===== src/rtl/cr_pkg.sv =====
package cr_pkg;
  typedef enum logic [2:0] {
    ST_READY, ST_RECV, ST_EXEC, ST_RESP, ST_DONE
  } cr_state_t;

  // status byte bit positions (host visible)
  localparam int B_VALID  = 7;
  localparam int B_READY  = 6;
  localparam int B_GO     = 5;
  localparam int B_AVAIL  = 4;
  localparam int B_EXPECT = 3;

  // flag vector order for the edge pulses
  localparam int N_FLAGS  = 3;
  localparam int FL_VALID = 0;
  localparam int FL_AVAIL = 1;
  localparam int FL_READY = 2;
endpackage


===== src/rtl/cr_buf_mem.sv =====
module cr_buf_mem #(
  parameter int DEPTH = 64,
  parameter int AW    = $clog2(DEPTH)
) (
  input  logic          clk,
  input  logic          we,
  input  logic [AW-1:0] waddr,
  input  logic [7:0]    wdata,
  input  logic [AW-1:0] raddr,
  output logic [7:0]    rdata
);
  logic [7:0] mem [DEPTH];

  always_ff @(posedge clk) begin
    if (we) mem[waddr] <= wdata;
  end

  always_ff @(posedge clk) begin
    rdata <= mem[raddr];
  end
endmodule


===== src/rtl/cr_hdr_len.sv =====
// Collects the big-endian length field from a header and turns it into the
// clamped byte target for the current byte count.
module cr_hdr_len #(
  parameter int DEPTH     = 64,
  parameter int HDR_BYTES = 10,
  parameter int LEN_POS   = 2,
  parameter int LEN_BYTES = 4,
  parameter int CW        = $clog2(DEPTH + 1)
) (
  input  logic          clk,
  input  logic          rst,
  input  logic          clr,
  input  logic          push,
  input  logic [CW-1:0] idx,
  input  logic [7:0]    byte_in,
  output logic [CW-1:0] tgt
);
  localparam int LW      = 8 * LEN_BYTES;
  localparam int LEN_END = LEN_POS + LEN_BYTES;

  logic [LW-1:0] len_q;
  logic [CW-1:0] clamped;
  logic          in_field;

  assign in_field = (idx >= CW'(LEN_POS)) && (idx < CW'(LEN_END));

  always_ff @(posedge clk) begin
    if (rst || clr)            len_q <= '0;
    else if (push && in_field) len_q <= {len_q[LW-9:0], byte_in};
  end

  always_comb begin
    if (len_q < LW'(HDR_BYTES))  clamped = CW'(HDR_BYTES);
    else if (len_q > LW'(DEPTH)) clamped = CW'(DEPTH);
    else                         clamped = len_q[CW-1:0];
    tgt = (idx < CW'(LEN_END)) ? CW'(DEPTH) : clamped;
  end
endmodule


===== src/rtl/cr_rise_det.sv =====
module cr_rise_det #(
  parameter int N = 3
) (
  input  logic         clk,
  input  logic         rst,
  input  logic [N-1:0] flags,
  output logic [N-1:0] pulses
);
  for (genvar i = 0; i < N; i++) begin : g_bit
    logic prev_q;
    always_ff @(posedge clk) begin
      if (rst) begin
        prev_q    <= 1'b0;
        pulses[i] <= 1'b0;
      end else begin
        prev_q    <= flags[i];
        pulses[i] <= flags[i] & ~prev_q;
      end
    end
  end
endmodule


===== src/rtl/cmd_rsp_ctrl.sv =====
module cmd_rsp_ctrl
  import cr_pkg::*;
#(
  parameter int ADDR_W    = 12,
  parameter int DEPTH     = 64,
  parameter int HDR_BYTES = 10,
  parameter int LEN_POS   = 2,
  parameter int LEN_BYTES = 4,
  parameter logic [ADDR_W-1:0] STS_OFS  = 'h18,
  parameter logic [ADDR_W-1:0] FIFO_OFS = 'h24
) (
  input  logic              clk,
  input  logic              rst,
  input  logic [ADDR_W-1:0] host_addr,
  input  logic              host_wr,
  input  logic              host_rd,
  input  logic [7:0]        host_wdata,
  output logic [7:0]        host_rdata,
  output logic              cmd_valid,
  output logic [7:0]        cmd_data,
  output logic              cmd_last,
  input  logic              rsp_valid,
  input  logic [7:0]        rsp_data,
  output logic              rsp_ready,
  output logic              pulse_valid,
  output logic              pulse_avail,
  output logic              pulse_ready
);
  localparam int AW = $clog2(DEPTH);
  localparam int CW = $clog2(DEPTH + 1);
  localparam logic [ADDR_W-1:0] BLO_OFS = STS_OFS + ADDR_W'(1);
  localparam logic [ADDR_W-1:0] BHI_OFS = STS_OFS + ADDR_W'(2);

  cr_state_t     state;
  logic [CW-1:0] wcnt, rptr, tgt;
  logic          is_ready, is_exec, accepting, more, expect_f, sts_valid, avail;
  logic          abort, go, fifo_wr, rsp_take, exec_last, host_pop, push;
  logic [7:0]    push_byte, mem_q, sts_byte, rdata_q;
  logic [15:0]   burst;
  logic          fifo_sel_q;
  logic [N_FLAGS-1:0] flags, pulses;

  // state decode
  assign is_ready  = (state == ST_READY);
  assign is_exec   = (state == ST_EXEC);
  assign accepting = is_ready || (state == ST_RECV);
  assign more      = (wcnt < tgt);
  assign expect_f  = accepting && more;
  assign sts_valid = !is_exec && (state != ST_RESP);
  assign avail     = (state == ST_DONE) && (rptr < wcnt);

  // host and stream events
  assign abort     = host_wr && (host_addr == STS_OFS) && host_wdata[B_READY];
  assign go        = host_wr && (host_addr == STS_OFS) && host_wdata[B_GO]
                     && (state == ST_RECV) && !more;
  assign fifo_wr   = host_wr && (host_addr == FIFO_OFS) && expect_f;
  assign rsp_ready = (state == ST_RESP) && more;
  assign rsp_take  = rsp_valid && rsp_ready;
  assign exec_last = is_exec && ((rptr + CW'(1)) == tgt);
  assign host_pop  = host_rd && (host_addr == FIFO_OFS) && avail;
  assign push      = fifo_wr || rsp_take;
  assign push_byte = fifo_wr ? host_wdata : rsp_data;

  cr_hdr_len #(
    .DEPTH(DEPTH), .HDR_BYTES(HDR_BYTES), .LEN_POS(LEN_POS),
    .LEN_BYTES(LEN_BYTES), .CW(CW)
  ) u_len (
    .clk(clk), .rst(rst), .clr(abort || exec_last), .push(push),
    .idx(wcnt), .byte_in(push_byte), .tgt(tgt)
  );

  cr_buf_mem #(.DEPTH(DEPTH), .AW(AW)) u_mem (
    .clk(clk), .we(push), .waddr(wcnt[AW-1:0]), .wdata(push_byte),
    .raddr(rptr[AW-1:0]), .rdata(mem_q)
  );

  always_ff @(posedge clk) begin
    if (rst || abort) begin
      state <= ST_READY;
      wcnt  <= '0;
      rptr  <= '0;
    end else if (go) begin
      state <= ST_EXEC;
      rptr  <= '0;
    end else begin
      case (state)
        ST_READY, ST_RECV: begin
          if (fifo_wr) begin
            wcnt  <= wcnt + CW'(1);
            state <= ST_RECV;
          end
        end
        ST_EXEC: begin
          if (exec_last) begin
            state <= ST_RESP;
            wcnt  <= '0;
            rptr  <= '0;
          end else begin
            rptr <= rptr + CW'(1);
          end
        end
        ST_RESP: begin
          if (rsp_take) wcnt <= wcnt + CW'(1);
          else if (!more) begin
            state <= ST_DONE;
            rptr  <= '0;
          end
        end
        ST_DONE: if (host_pop) rptr <= rptr + CW'(1);
        default: state <= ST_READY;
      endcase
    end
  end

  // burst count and status byte
  always_comb begin
    if (expect_f)              burst = 16'(CW'(DEPTH) - wcnt);
    else if (state == ST_DONE) burst = 16'(wcnt - rptr);
    else                       burst = '0;
    sts_byte           = '0;
    sts_byte[B_VALID]  = sts_valid;
    sts_byte[B_READY]  = is_ready;
    sts_byte[B_AVAIL]  = avail;
    sts_byte[B_EXPECT] = expect_f;
  end

  always_ff @(posedge clk) begin
    if (rst) begin
      rdata_q    <= '0;
      fifo_sel_q <= 1'b0;
      cmd_valid  <= 1'b0;
      cmd_last   <= 1'b0;
    end else begin
      if (host_rd) begin
        fifo_sel_q <= (host_addr == FIFO_OFS);
        case (host_addr)
          STS_OFS: rdata_q <= sts_byte;
          BLO_OFS: rdata_q <= burst[7:0];
          BHI_OFS: rdata_q <= burst[15:8];
          default: rdata_q <= '0;
        endcase
      end
      cmd_valid <= is_exec;
      cmd_last  <= exec_last;
    end
  end

  assign host_rdata = fifo_sel_q ? mem_q : rdata_q;
  assign cmd_data   = mem_q;

  assign flags[FL_VALID] = sts_valid;
  assign flags[FL_AVAIL] = avail;
  assign flags[FL_READY] = is_ready;

  cr_rise_det #(.N(N_FLAGS)) u_rise (
    .clk(clk), .rst(rst), .flags(flags), .pulses(pulses)
  );

  assign pulse_valid = pulses[FL_VALID];
  assign pulse_avail = pulses[FL_AVAIL];
  assign pulse_ready = pulses[FL_READY];
endmodule


===== config.mk =====
export PLATFORM = sky130hd
export DESIGN_NAME = cmd_rsp_ctrl
export DESIGN_NICKNAME = d
export VERILOG_FILES = /design/src/rtl/cr_pkg.sv /design/src/rtl/cr_buf_mem.sv /design/src/rtl/cr_hdr_len.sv /design/src/rtl/cr_rise_det.sv /design/src/rtl/cmd_rsp_ctrl.sv
export SDC_FILE = /design/constraint.sdc
export NUM_CORES = 1
export LEC_CHECK = 0
export BUFFER_PORTS_ARGS = -buffer_cell sky130_fd_sc_hd__clkbuf_2
export CAP_MARGIN = 20
export CORE_MARGIN = 2
export CORE_UTILIZATION = 49
export DETAILED_ROUTE_END_ITERATION = 10
export PLACE_DENSITY = 0.76
export REMOVE_ABC_BUFFERS = 1
export SYNTH_ARGS = -nofsm -noshare
export SYNTH_HDL_FRONTEND = slang
export SYNTH_HIERARCHICAL = 1
export SYNTH_SLANG_ARGS = --single-unit

===== constraint.sdc =====
create_clock -name clk -period 4.92 [get_ports clk]
set_input_delay 0.492 -clock clk [delete_from_list [all_inputs] [get_ports clk]]
set_output_delay 0.492 -clock clk [all_outputs]
set_load 0.02 [all_outputs]

==> key figures, run 1 <==
Cells and area
  – Post-route cell area: 27,590 um^2
  – Antenna fix cells: 0
  – Area of the multi-input gates: 6945 um^2
  – Layout area overhead: 13.22%
  – Sequential cell area: 16,870 um^2
  – Proportion of layout cells with a drive suffix above 1: 26.57%
  – Nets@finish: 1,591
  – # fillers: 3,638

Clock network
  – Num CTS Buffers: 57
  – Clock transition at path regs: 0.07 ns
  – Clk_lat worst skew: 0.61 ns
  – H-tree Lvls: 2
  – Post-CTS setup buffer count: 0
  – CTS tree: yes
  – Clock sinks: 586
  – Clock root buffer: clkbuf_16
  – CTS Buffer Depth: 3

Worst hold path
  – Worst Hold Class: in2reg

Routing
  – Wirelength per Cell: 24.74 um
  – DR vias: 13,630
  – Drt first pass iters: 5
  – DRT iter0 DRCs: 1,619
  – Remaining antenna violation count after routing: 0
  – Vias per inst: 6.053
  – Final wirelength: 55.72 mm
  – Drt drc: 0

Power and ir drop
  – Post-layout total power: 9.939 mW
  – Power share of the clock group: 44.4%
  – Reg power frac: 54.3%
  – Comb pwr share: 1.3%
  – Pleak: 8.686 nW
  – Internal: 7.970 mW
  – P per Cell Area: 360.3 nW/um^2
  – Switching Share: 19.81%
  – Peak supply drop: 0.0002347 V
  – Switching power: 1.969 mW

Global route
  – Vias in the first global route: 13,440
  – First-pass GRT wire length: 84.00 mm
  – Grt ovf: 0
  – Initial antenna violation count: 0
  – GRT Total Usage: 21.89%
  – Largest net degree at the start of global routing: 66

Timing
  – Slew margin rel.: 28.65%
  – RSZ-0062 raised after global routing: yes
  – Clk_skew: 0.01454 ns
  – Hold Fails Final Rpt: 0
  – Final setup fails: 0
  – Post-route minimum period: 4.758 ns
  – Slew @ Worst Pin: 1.070 ns
  – Fmax: 210.2 MHz
  – Period utilization: 96.71%
  – Pins Over Slew Limit: 0

Setup path
  – Worst Path Arrival: 5.00 ns
  – Setup CP Type: reg2reg
  – CP endpoint kind: flip-flop
  – CP Data Required Time: 5.16 ns
  – Worst Setup Start Kind: flip-flop
  – Max FO, Critical Path: 14

Floorplan
  – I/O pin cnt: 55
  – Die height: 227.0 um
  – Num rows: 81
  – Core footprint: 49,050 um^2
  – Die area: 51,530 um^2
  – Die Wd: 227.0 um
  – Initial Utilization: 49.67%

Place
  – Routability Congestion: 0.8683
  – Hpwl dp: 34.15 mm
  – Placed instance area: 25,690 um^2
  – Port Buffers: 54

Synthesis
  – Asr flop ratio synth: 0%
  – Register area share after synthesis: 69.18%
  – Top-area cell type share of the netlist area: 63.10%
  – Cell taking the most area after synthesis: edfxtp_1
  – Synth warn: 6
  – Post-synth EDFFs: 512
  – Mapped Area: 24,370 um^2
  – Synth top area cells: edfxtp_1 (63%), mux4_2 (12%), dfxtp_1 (6.1%)
  – Top_reg_cell synth: edfxtp_1
  – Synth Area per Inst: 17.22 um^2
  – Syn Inst Count: 1,415
  – Synthesized flop and latch total: 586
  – Yosys cell types: 82

Status
  – Status: finished, final reports clean

Job
  – Max-cap violations: 0
[final timing paths]
kind / startpoint / slack, ns / to / cells after the start
setup reg to reg: u_len/len_q[24] / 0.16 / u_mem/mem[22][5] / 13
hold reg to reg: u_rise/g_bit[2].prev_q / 0.41 / u_rise/pulses[2] / 1
hold / removal: host_rd / 0.15 / rdata_q[7] / 2
setup / recovery: u_len/len_q[24] / 0.16 / u_mem/mem[22][5] / 13
[power groups by stage]
stage	combinational, mW	clock (mW)	sequential, mW
global placement	0.126	0	5.50
global route	0.142	4.67	5.39
CTS	0.131	4.46	5.40
floorplan	0.0536	0	5.51
detailed placement	0.131	0	5.50
finish	0.131	4.41	5.40
[through the flow]
step           std cells  hold slack, ns  utilization, %  setup WS (ns)  TNS (ns)
2_1_floorplan       1338          0.3868               -         -3.736   -203.42
3_3_place_gp        2146          0.3977           52.38         0.4227         0
3_5_place_dp        2146          0.4000           52.38         0.2878         0
4_1_cts             2252          0.1243           56.23         0.2537         0
5_1_grt             2252          0.1575           56.24        -0.1348    -3.083
6_report            2252          0.1517           56.24         0.1617         0
[sequential cells by signal, indices dropped and copies added, names as in the netlist, 7 cells and up]
| register | flops |
|---|---|
| u_mem/mem | 512 |
| u_len/len_q | 32 |
| rdata_q | 8 |
| u_mem/rdata | 8 |
| rptr | 7 |
| wcnt | 7 |
[layer usage]
layer,global-route usage [%],up-vias,part of all wire [%]
met2,36.13,655,50
met3,3.549,101,7.6
met5,0,-,0
met4,6.388,0,2.7
met1,30.34,6968,40
li1,-,5907,-
[placed cells by master (no fill, tap or decap), types with 21 or more instances in the layout]
master and instances:
mux4_2 126, mux2i_1 57, nor2_1 105, nand2_1 80, mux2_2 29, clkbuf_2 54
clkbuf_16 57, a21oi_1 21, buf_4 88, nor2b_1 23, nand3_1 38, edfxtp_1 512
inv_1 21, dfxtp_1 70
[critical path, cell delays in order (launching register included)]
cell and delay [ns]:
dfxtp_1 0.31, nor4_1 0.35, nand3_1 0.30, nor4b_1 0.50
inv_1 0.10, ha_1 0.31, a21oi_1 0.16, o21a_1 0.21
o21ai_4 0.13, nor2_1 0.23, a21o_2 0.33, nor2b_1 0.33
nand3_1 0.45, nor2_1 0.68
[logic make-up (layout without fill, tap and decap cells)]
family | count (synthesis) | in the layout | synth area share [%]
buf+inv | 98 | 271 | 2.342
mux | 212 | 212 | 15.33
simple gates | 348 | 348 | 7.389
flops | 586 | 586 | 69.18
fa+ha+maj | 17 | 17 | 0.9038
compound gates | 134 | 134 | 4.108
xor+xnor | 20 | 20 | 0.7497
[area by class of cell]
class | instances | area share [%]
clock buffers | 64 | 5.266
clock inverters | 42 | 1.592
inverters | 21 | 0.2857
multi-input cells | 731 | 25.18
flip-flops and latches | 586 | 61.15
well taps | 664 | 3.012
repair buffers | 144 | 3.520
[cells in the mapped netlist (all sizes together) (8+ instances only)]
cell / count
nand2: 80
o22ai: 12
clkbuf: 28
edfxtp: 512
a22o: 8
o21ai: 18
nor4: 15
a21oi: 21
mux2: 29
dfxtp: 74
xnor2: 11
xor2: 9
ha: 16
nand3: 38
nand4: 17
inv: 21
buf: 49
mux2i: 57
o221ai: 8
nor3: 15
nor2b: 23
nand2b: 15
nor2: 109
mux4: 126
[repair_timing]
item	4_1_cts	5_1_grt
setup endpoints to repair	0	32
hold buffers	0	0
gates resized for setup	0	1
No activity file was read; power rests on OpenSTA's default activity.
==> run 2, diff against run 1 <==
- clock period: 4.92 -> 5.8 ns (I/O delays scaled with it)
==> key figures, run 2 (synthesis gave the netlist of run 1 again) <==
Setup path
  – Setup CP Type: reg2reg
  – Crit path top cell by count: nor4_1
  – Worst Setup Start Kind: flip-flop
  – Critical-path cell list: nor4_1, nand3_1, nor4_1, inv_1, ha_1, a21o_1, a31oi_2, o21ai_4, nor2_4, a21o_2, nor2b_1, nand2_1, nor2_1
  – CP Data Required Time: 6.01 ns (+0.85 ns)
  – Worst Path Arrival: 5.42 ns (+0.42 ns)
  – CP max stage cell: nor2_1
  – CP endpoint kind: flip-flop
  – CP max stage delay: 0.74 ns (+0.06 ns)
  – Max FO, Critical Path: 14 (unchanged)

Routing
  – Drt first pass iters: 5 (unchanged)
  – Vias per inst: 6.158 (+1.7%)
  – DRT iter0 DRCs: 1,328 (-18%)
  – Remaining antenna violation count after routing: 0 (unchanged)
  – DR vias: 13,380 (-1.8%)
  – Drt drc: 0 (unchanged)
  – Wirelength per Cell: 25.48 um (+3.0%)
  – Final wirelength: 55.38 mm (-0.62%)

Timing
  – RSZ-0062 raised after global routing: no
  – Fmax: 192.0 MHz (-8.6%)
  – Period utilization: 89.80% (-6.9 points)
  – Slew @ Worst Pin: 0.9573 ns (-0.1129 ns)
  – Hold Fails Final Rpt: 0 (unchanged)
  – Post-route minimum period: 5.208 ns (+0.4498 ns)
  – Final setup fails: 0 (unchanged)
  – Clk_skew: 0.01513 ns (+0.0005881 ns)
  – Slew margin rel.: 36.18% (+7.5 points)
  – Pins Over Slew Limit: 0 (unchanged)

Floorplan
  – Die Wd: 227.0 um (unchanged)
  – Num rows: 81 (unchanged)
  – Initial Utilization: 49.67% (unchanged)
  – Die area: 51,530 um^2 (unchanged)
  – Die height: 227.0 um (unchanged)
  – I/O pin cnt: 55 (unchanged)
  – Core footprint: 49,050 um^2 (unchanged)

Global route
  – Met2 GRT Util: 36.04% (-0.099 points)
  – First-pass GRT wire length: 82.21 mm (-2.1%)
  – GRT Total Usage: 21.68% (-0.21 points)
  – Met1 Use GR: 28.86% (-1.5 points)
  – Largest net degree at the start of global routing: 73 (+11%)
  – Vias in the first global route: 13,190 (-1.9%)
  – Initial antenna violation count: 0 (unchanged)
  – GR peak layer: met2
  – Grt ovf: 0 (unchanged)
  – Grt met3 use: 4.337% (+0.79 points)

Power and ir drop
  – Post-layout total power: 8.220 mW (-17%)
  – Peak supply drop: 0.0002087 V (-11%)
  – Pleak: 8.301 nW (-4.4%)
  – P per Cell Area: 304.8 nW/um^2 (-15%)

Clock network
  – CTS tree: yes
  – Clk_lat worst skew: 0.58 ns (-0.03 ns)
  – Clock transition at path regs: 0.06 ns (about the same)
  – Clock sinks: 586 (unchanged)
  – Post-CTS Resized: 0 (unchanged)
  – # hold bufs at CTS: 0 (unchanged)
  – Num CTS Buffers: 53 (-7.0%)
  – Post-CTS setup buffer count: 0 (unchanged)
  – CTS Buffer Depth: 3 (unchanged)
  – H-tree Lvls: 2 (unchanged)
  – Clock root buffer: clkbuf_16

Place
  – Hpwl dp: 33.35 mm (-2.3%)
  – Port Buffers: 54 (unchanged)
  – Routability Congestion: 0.8734 (+0.59%)

Cells and area
  – Final core utilization: 54.98% (-1.3 points)
  – Proportion of layout cells with a drive suffix above 1: 22.88% (-3.7 points)
  – Top Registers: u_mem/mem x512, u_len/len_q x32
  – Max reg flops: 512 (unchanged)
  – Layout area overhead: 10.68%
  – Top reg by flops: u_mem/mem
  – Most common cell after layout, fill and taps aside: edfxtp_1
  – Nets@finish: 1,515 (-4.8%)
  – Most frequent cells in the layout: edfxtp_1 (512), mux4_2 (126), nor2_1 (106)

Status
  – Status: finished, final reports clean

Worst hold path
  – Worst Hold Class: in2reg

Job
  – Max-cap violations: 0 (unchanged)
## run 2: area by class of cell
type | instances | area [um^2]
Antenna cell | 1 | 2.502
Clock buffer | 68 | 1528
Clock inverter | 30 | 260.3
Fill cell | 3707 | 22080
Inverter | 21 | 78.83
Multi-Input combinational cell | 731 | 6969
Sequential cell | 586 | 16870
Tap cell | 664 | 830.8
Timing Repair Buffer | 72 | 430.4
## run 2: path summary, 6_finish.rpt
path | from | end | slack (ns) | cells after the start
worst max-delay path | u_len/len_q[17] | u_mem/mem[16][0] | 0.59 | 13
worst max register to register | u_len/len_q[17] | u_mem/mem[16][0] | 0.59 | 13
worst min-delay path | host_rd | rdata_q[7] | 0.28 | 2
worst min register to register | u_rise/g_bit[2].prev_q | u_rise/pulses[2] | 0.40 | 1
## run 2: worst max-delay path: cells and delay by family (launching register included)
kind            cells  cell delay, ns
fa+ha+maj           1            0.32
simple gates        7            3.20
compound gates      4            0.89
buf+inv             1            0.10
flops               1            0.31
## run 2: per-stage QoR
stage	TNS [ns]	setup slack (ns)	hold WS [ns]	cell area (um^2)	instances
detailed placement	0	0.7591	0.4013	25180	2074
finish	0	0.5919	0.2824	26970	2173
CTS	0	0.7212	0.2510	26970	2172
global placement	0	0.9809	0.3931	25180	2074
global route	0	0.3491	0.2820	26970	2172
floorplan	-144.46	-2.856	0.3868	23870	1338
## run 2: report_power, final
group          switching (mW)  internal (mW)
registers             0.00110           4.58
clock network            1.49           2.04
logic                  0.0950         0.0206
total                    1.58           6.64
## run 2: layer usage
| layer | part of all wire, % | vias up |
|---|---|---|
| met5 | 0 | - |
| met4 | 3.1 | 0 |
| met3 | 7.3 | 100 |
| met2 | 49 | 617 |
| met1 | 40 | 6910 |
| li1 | - | 5755 |
